--- src/rtl/intr_arb_pkg.sv ---
package intr_arb_pkg;
  localparam int SRC_COUNT = 14;
  localparam int CODE_W    = $clog2(SRC_COUNT);

  localparam int SRC_RESET = 0;
  localparam int SRC_MCHK  = 1;
  localparam int SRC_HDEC  = 2;
  localparam int SRC_EXT   = 3;
  localparam int SRC_CEXT  = 4;
  localparam int SRC_WDOG  = 5;
  localparam int SRC_DEC   = 9;

  typedef struct packed {
    logic                 grantAny;
    logic [SRC_COUNT-1:0] grantOh;
    logic [SRC_COUNT-1:0] dropOh;
  } arbStrobe_t;
endpackage

--- src/rtl/intr_arb_ctrl.sv ---
module intr_arb_ctrl
  import intr_arb_pkg::*;
(
  input  logic [SRC_COUNT-1:0] pendVec,
  input  logic                 msrEe,
  input  logic                 msrCe,
  input  logic                 msrHv,
  input  logic                 hdecEnable,
  input  logic                 extKeepHost,
  input  logic                 hvPresent,
  input  logic                 decAutoClear,
  input  logic                 busy,
  input  logic                 inPs,
  output arbStrobe_t           strb,
  output logic [CODE_W-1:0]    excCode
);
  logic                 eeEff;
  logic [SRC_COUNT-1:0] gateVec;
  logic [SRC_COUNT-1:0] clearMask;
  logic [SRC_COUNT-1:0] candVec;
  logic [SRC_COUNT-1:0] pickOh;
  logic [CODE_W-1:0]    pickIdx;

  assign eeEff = msrEe | inPs;

  // Sources below the watchdog share one rule: gated by EE, cleared on grant.
  genvar g;
  generate
    for (g = SRC_WDOG; g < SRC_COUNT; g++) begin : gEeSrc
      assign gateVec[g] = eeEff;
      if (g == SRC_DEC) begin : gDec
        assign clearMask[g] = decAutoClear;
      end else begin : gPlain
        assign clearMask[g] = 1'b1;
      end
    end
  endgenerate

  assign gateVec[SRC_RESET] = 1'b1;
  assign gateVec[SRC_MCHK]  = 1'b1;
  assign gateVec[SRC_HDEC]  = hdecEnable & (eeEff | ~msrHv);
  assign gateVec[SRC_EXT]   = eeEff | (hvPresent & ~msrHv & ~extKeepHost);
  assign gateVec[SRC_CEXT]  = msrCe;

  assign clearMask[SRC_RESET] = 1'b1;
  assign clearMask[SRC_MCHK]  = 1'b1;
  assign clearMask[SRC_HDEC]  = 1'b1;
  assign clearMask[SRC_EXT]   = 1'b0;
  assign clearMask[SRC_CEXT]  = 1'b0;

  assign candVec = pendVec & gateVec;

  always_comb begin
    pickOh  = '0;
    pickIdx = '0;
    for (int i = SRC_COUNT - 1; i >= 0; i--) begin
      if (candVec[i]) begin
        pickOh    = '0;
        pickOh[i] = 1'b1;
        pickIdx   = CODE_W'(i);
      end
    end
  end

  always_comb begin
    strb.grantOh  = busy ? '0 : pickOh;
    strb.grantAny = |strb.grantOh;
    strb.dropOh   = strb.grantOh & clearMask;
  end

  assign excCode = strb.grantAny ? pickIdx : '0;
endmodule

--- src/rtl/intr_arb_state.sv ---
module intr_arb_state
  import intr_arb_pkg::*;
(
  input  logic                 clk,
  input  logic                 rstN,
  input  logic [SRC_COUNT-1:0] setStrobe,
  input  logic [SRC_COUNT-1:0] clrStrobe,
  input  logic                 pmEnter,
  input  arbStrobe_t           strb,
  output logic [SRC_COUNT-1:0] pendVec,
  output logic                 inPs,
  output logic                 irqReq
);
  localparam logic [SRC_COUNT-1:0] HDEC_MASK = SRC_COUNT'(1) << SRC_HDEC;

  logic [SRC_COUNT-1:0] pmDrop;
  logic [SRC_COUNT-1:0] pendNext;

  assign pmDrop   = pmEnter ? HDEC_MASK : '0;
  assign pendNext = (pendVec & ~strb.dropOh & ~clrStrobe & ~pmDrop) | setStrobe;

  always_ff @(posedge clk or negedge rstN) begin
    if (!rstN) begin
      pendVec <= '0;
      inPs    <= 1'b0;
      irqReq  <= 1'b0;
    end else begin
      pendVec <= pendNext;
      if (pmEnter)            inPs <= 1'b1;
      else if (strb.grantAny) inPs <= 1'b0;
      if (|setStrobe)                          irqReq <= 1'b1;
      else if (strb.grantAny && pendNext == '0) irqReq <= 1'b0;
    end
  end
endmodule

--- src/rtl/intr_prio_arbiter.sv ---
module intr_prio_arbiter
  import intr_arb_pkg::*;
(
  input  logic                 clk,
  input  logic                 rstN,
  input  logic [SRC_COUNT-1:0] setStrobe,
  input  logic [SRC_COUNT-1:0] clrStrobe,
  input  logic                 msrEe,
  input  logic                 msrCe,
  input  logic                 msrHv,
  input  logic                 hdecEnable,
  input  logic                 extKeepHost,
  input  logic                 hvPresent,
  input  logic                 decAutoClear,
  input  logic                 busy,
  input  logic                 pmEnter,
  output logic                 grantValid,
  output logic [SRC_COUNT-1:0] grantOh,
  output logic [CODE_W-1:0]    excCode,
  output logic                 irqReq,
  output logic                 inPowerSave
);
  arbStrobe_t           strb;
  logic [SRC_COUNT-1:0] pendVec;

  intr_arb_ctrl u_ctrl (
    .pendVec(pendVec), .msrEe(msrEe), .msrCe(msrCe), .msrHv(msrHv),
    .hdecEnable(hdecEnable), .extKeepHost(extKeepHost), .hvPresent(hvPresent),
    .decAutoClear(decAutoClear), .busy(busy), .inPs(inPowerSave),
    .strb(strb), .excCode(excCode)
  );

  intr_arb_state u_state (
    .clk(clk), .rstN(rstN), .setStrobe(setStrobe), .clrStrobe(clrStrobe),
    .pmEnter(pmEnter), .strb(strb), .pendVec(pendVec), .inPs(inPowerSave),
    .irqReq(irqReq)
  );

  assign grantValid = strb.grantAny;
  assign grantOh    = strb.grantOh;
endmodule

--- config.mk ---
export PLATFORM = sky130hd
export DESIGN_NAME = intr_prio_arbiter
export DESIGN_NICKNAME = d
export VERILOG_FILES = /design/src/rtl/intr_arb_pkg.sv /design/src/rtl/intr_arb_ctrl.sv /design/src/rtl/intr_arb_state.sv /design/src/rtl/intr_prio_arbiter.sv
export SDC_FILE = /design/constraint.sdc
export NUM_CORES = 1
export LEC_CHECK = 0
export ABC_AREA = 1
export CORE_MARGIN = 2
export CORE_UTILIZATION = 30
export CTS_BUF_LIST = sky130_fd_sc_hd__clkbuf_8
export CTS_CLUSTER_DIAMETER = 40
export DETAILED_ROUTE_END_ITERATION = 10
export GPL_ROUTABILITY_DRIVEN = 0
export HOLD_SLACK_MARGIN = 0.03
export PLACE_DENSITY_LB_ADDON = 0.3
export SLEW_MARGIN = 20
export SYNTH_ARGS = -nofsm -noshare
export SYNTH_HDL_FRONTEND = slang
export SYNTH_SLANG_ARGS = --single-unit
--- constraint.sdc ---
create_clock -name clk -period 1.8 [get_ports clk]
set_input_delay 0.18 -clock clk [delete_from_list [all_inputs] [get_ports clk]]
set_output_delay 0.18 -clock clk [all_outputs]
set_load 0.05 [all_outputs]
# After elaboration in Yosys (flattened, before gate mapping)
# Cells that the tools add are included.
[op_classes]
n_mux = 35
bitwise = 17
reduce_logical = 6
[op_table]
columns = ["cell", "n"]
rows = [
  ["14-bit two-way mux", 15],
  ["14-bit AND", 5],
  ["4-bit two-way mux", 15],
  ["14-bit inverter", 3],
  ["14-bit OR reduction", 2],
  ["14-bit logical NOT", 1],
  ["14-bit OR", 1],
  ["1-bit two-way mux", 4],
  ["2-bit nonzero test", 2],
  ["1-bit AND", 3],
  ["3-bit two-way mux", 1],
  ["1-bit OR", 3],
  ["1-bit inverter", 2],
  ["1-bit logical AND", 1],
]
[totals]
regBits = 16
out_inout_bits = 21
elab_cells = 61

# Logic depth before layout (Yosys ltp)
[depth]
word_depth = 30
mapped_depth = 16
depth_no_buf = 15

# Cells and area by module
# From an unflattened synthesis, not the netlist that was laid out.
[unflattened]
cells_unflattened = 244
hier_area_um2 = 1629.1
[by_module_without_submodules]
columns = ["mod", "instances", "cells_per_inst", "area_per_inst_um2"]
rows = [
  ["intr_arb_state", 1, 103, 894.6],
  ["intr_arb_ctrl", 1, 141, 734.5],
]

# Worst setup path before layout
# Ideal clock, no wire load.
[synth_path]
kind = "reg2out"
from = "register u_state.inPs"
to = "output grantOh[13]"
arrival_time_ns = 2.714
required_ns = 1.620
path_slack_ns = -1.094
path_stages_with_launch = 6
path_cell_list = "dfrtp_1 -> nor2_4 -> nand2_4 -> nand2_4 -> inv_4 -> nor4_1"
[synth_between]
elab_chain_len = 17
word_cells_on_any_way = 20
[synth_lines]
columns = ["element", "line", "source"]
rows = [
  ["start: declaration", "intr_arb_state.sv:11", "output logic inPs,"],
  ["start signal: assignment", "intr_arb_state.sv:25", "inPs <= 1'b0;"],
  ["start signal: assignment", "intr_arb_state.sv:29", "if (pmEnter) inPs <= 1'b1;"],
  ["start signal: assignment", "intr_arb_state.sv:30", "else if (strb.grantAny) inPs <= 1'b0;"],
  ["1-bit OR *", "intr_arb_ctrl.sv:24", "assign eeEff = msrEe | inPs;"],
  ["14-bit AND *", "intr_arb_ctrl.sv:51", "assign candVec = pendVec & gateVec;"],
  ["14-bit two-way mux (11 in series)", "intr_arb_ctrl.sv:57", "if (candVec[i]) begin"],
  ["14-bit two-way mux * (3 in series)", "intr_arb_ctrl.sv:57", ""],
  ["14-bit two-way mux *", "intr_arb_ctrl.sv:66", "strb.grantOh = busy ? '0 : pickOh;"],
  ["end: declaration", "intr_prio_arbiter.sv:18", "output logic [SRC_COUNT-1:0] grantOh,"],
]
# Mark *: on every way between the ends. The rest lies on a longest branch, timed or not.

# Final worst setup path
[layout_path]
from = "register u_state.inPs"
to = "output excCode[2]"
[layout_between]
elab_chain_len = 19
word_cells_on_any_way = 36
[layout_lines]
columns = ["element", "line", "source"]
rows = [
  ["1-bit OR *", "intr_arb_ctrl.sv:24", ""],
  ["14-bit AND *", "intr_arb_ctrl.sv:51", ""],
  ["14-bit two-way mux (14 in series)", "intr_arb_ctrl.sv:57", ""],
  ["14-bit two-way mux", "intr_arb_ctrl.sv:66", ""],
  ["14-bit OR reduction", "intr_arb_ctrl.sv:67", "strb.grantAny = |strb.grantOh;"],
  ["4-bit two-way mux *", "intr_arb_ctrl.sv:71", "assign excCode = strb.grantAny ? pickIdx : '0;"],
  ["end: declaration", "intr_prio_arbiter.sv:19", "output logic [CODE_W-1:0] excCode,"],
]
# Marked as above.

==> impl_metrics.tcl <==
set metrics [dict create \
    status "finished, violations left" \
    violations "setup timing" \
    dr.pass1.iters 4 \
    synth.distinct_cells 27 \
    post-route-min-period_ns 2.23 \
    dp_worst_setup_slack_ns -0.540 \
    synth_top_family_by_area "simple AND/OR/NAND/NOR gates" \
    cts_buffer_depth 2 \
    synth-adder-area-share 0 \
    core_um2 5140 \
    drv_slew 0 \
    cp_max_fo 5 \
    design_area_um2 3230 \
    clock_latency_ns 0.25 \
    grt.total_usage 0.196 \
    initial_core_util 0.311 \
    mostFrequentLayoutCells "buf_4 (56), inv_1 (44), nand2_1 (41)" \
    worstSetupPathType "flip-flop to output port" \
    startpoint "u_state.inPs" \
    seq_area_frac_synth 0.251 \
    area_growth_pct 102 \
    drc 0 \
    synthesis.instances 255 \
    leakage_nw 1.63 \
    grt_pass1_vias 2125 \
    cts_buffers 3 \
    htreeDepth 1 \
    grt_max_degree 17 \
    antenna_found_initial 0 \
    nFillCells 483 \
    synth-compound-area-share 0.0791 \
    muxShareOfSynthArea 0 \
    worst_setup_path_start_kind "flip-flop" \
    vias 2102 \
    max_slew_margin 0.667 \
    viasPerCell 4.65 \
    top_usage_layer "met2" \
    postPlaceCellArea_um2 2950 \
    die_x_um 77.0 \
    multi_input_area_um2 1150 \
    grt_pass1_wl_mm 9.52 \
    ys_seq_elements 16 \
    hold_viol_final 0 \
    routed_wirelength_mm 5.65 \
    rsz0062_at_grt "true" \
    syn-cell-area_um2 1600 \
    fin_nets 422 \
    fmaxAchievable_mhz 449 \
    worstPathArrival_ns 2.05 \
    ir_drop_mv 0.413 \
    tns_ns -3.89 \
    finalSetupViolations 17 \
    drive_gt1_frac 0.435 \
    die_h_um 77.0 \
    ant_nets 0 \
    synthXorXnorAreaFrac 0 \
    reg2reg_slack_ns -0.23 \
    drtIter0Drc 125 \
    min_period_over_period 1.24 \
    rows 26 \
    use_met3 0.0153 \
    grt-ovfl-total 0 \
    hp-class "input port to async pin" \
    r2r_start "u_state.inPs" \
    grt_use_met2 0.341 \
    cap_violations 0 \
    worst_slack_ns -0.428 \
    syn_area_per_cell_um2 6.27 \
    die_area_um2 5930 \
    critPathCaptureType "output port" \
    portBuffers 59 \
    cts_tree "done" \
    yosys.area_share.simple 0.514 \
    antennaDiodeCount 0 \
    yosysWarnings 0 \
    postSynthNetCount 294 \
    worstMarginPinSlew_ns 0.498 \
    mostFrequentLayoutCell "buf_4" \
    clock-sinks 16 \
    path_clk_slew_ns 0.06 \
    met1_usage 0.256 \
    final_util 0.629 \
    cp.required_ns 1.62 \
    dpl.hpwl_mm 4.60 \
    seqCellArea_um2 402 \
    powerDensity_nw_per_um2 414 \
    fin_worst_skew_ns 0.00438 \
    cts-root-buf "clkbuf_8" \
    routedWlPerCell_um 12.5 \
    io-pin-count 60 \
]
[routing by layer]
metal  vias up  share of wire  wire [µm]
met5         -              0          0
met4         0          0.020        114
met3        13          0.063        357
met2        79           0.49       2770
met1       959           0.43       2410
li1       1051              -          -
[sequential cells by signal, indices dropped and copies added, names as in the netlist]
name / flops
u_state.pendVec: 14
u_state.inPs: 1
u_state.irqReq: 1
[logic make-up after synthesis]
kind of cell | Yosys count
buffers and inverters | 62
AO/OA/AOI/OAI | 20
AND/OR/NAND/NOR | 157
flip-flops | 16
[metrics by stage]
| stage | total power (W) | cells | hold WS, ns |
|---|---|---|---|
| finish | 0.00134 | 452 | 0.244 |
| global route | 0.00141 | 452 | 0.283 |
| CTS | 0.00132 | 451 | 0.251 |
| detailed placement | 0.000962 | 437 | 0.463 |
| global placement | 0.000954 | 437 | 0.469 |
| floorplan | 0.000667 | 255 | -0.116 |
[layout make-up]
cell class	count	share of cell area
multi-input combinational	179	0.355
inverter	60	0.0751
tap	70	0.0271
sequential	16	0.124
timing repair buffer	123	0.402
clock buffer	4	0.0170
[where the power goes]
part	total, W	leakage (nW)	internal, W	switching (W)
registers	0.000414	0.170	0.000384	0.0000302
logic	0.000615	1.44	0.000299	0.000316
clock network	0.000311	0.0288	0.000194	0.000117
[critical path, stage by stage, from the launching register on]
cell	delay, ns
dfrtp_2	0.44
nor2_4	0.17
nand2_2	0.13
nand3_4	0.17
nand3_2	0.12
a21oi_2	0.19
nor2_2	0.07
nand3_4	0.09
nand2_2	0.06
inv_2	0.06
nand3_2	0.07
clkinvlp_4	0.09
buf_12	0.13
[path summary, 6_finish.rpt]
check	to	cells after the start
setup / recovery	excCode[2]	12
hold / removal	u_state.pendVec[8]	2
setup reg to reg	u_state.irqReq	15
hold reg to reg	u_state.irqReq	2
max in group asynchronous	u_state.inPs	2
min in group clk	u_state.irqReq	2
[Yosys cell counts, drive strengths merged]
master / instances / area share
nand4: 13 / 0.055
buf: 2 / 0.014
dfrtp: 16 / 0.25
o21ai: 7 / 0.029
nor3: 5 / 0.016
nor3b: 1 / 0.0047
nor4: 4 / 0.016
inv: 60 / 0.14
o21bai: 3 / 0.014
a21oi: 8 / 0.027
nor2: 49 / 0.15
nand2: 66 / 0.19
o211ai: 1 / 0.0047
a31oi: 1 / 0.0039
nand3: 19 / 0.081
[timing repair]
item	4_1_cts	5_1_grt
gates cloned	2	0
setup endpoints to repair	18	20
hold buffers	0	0
pin swaps	3	1
buffers inserted	8	2
gates resized for setup	32	12
(Power assumes the default switching activity.)
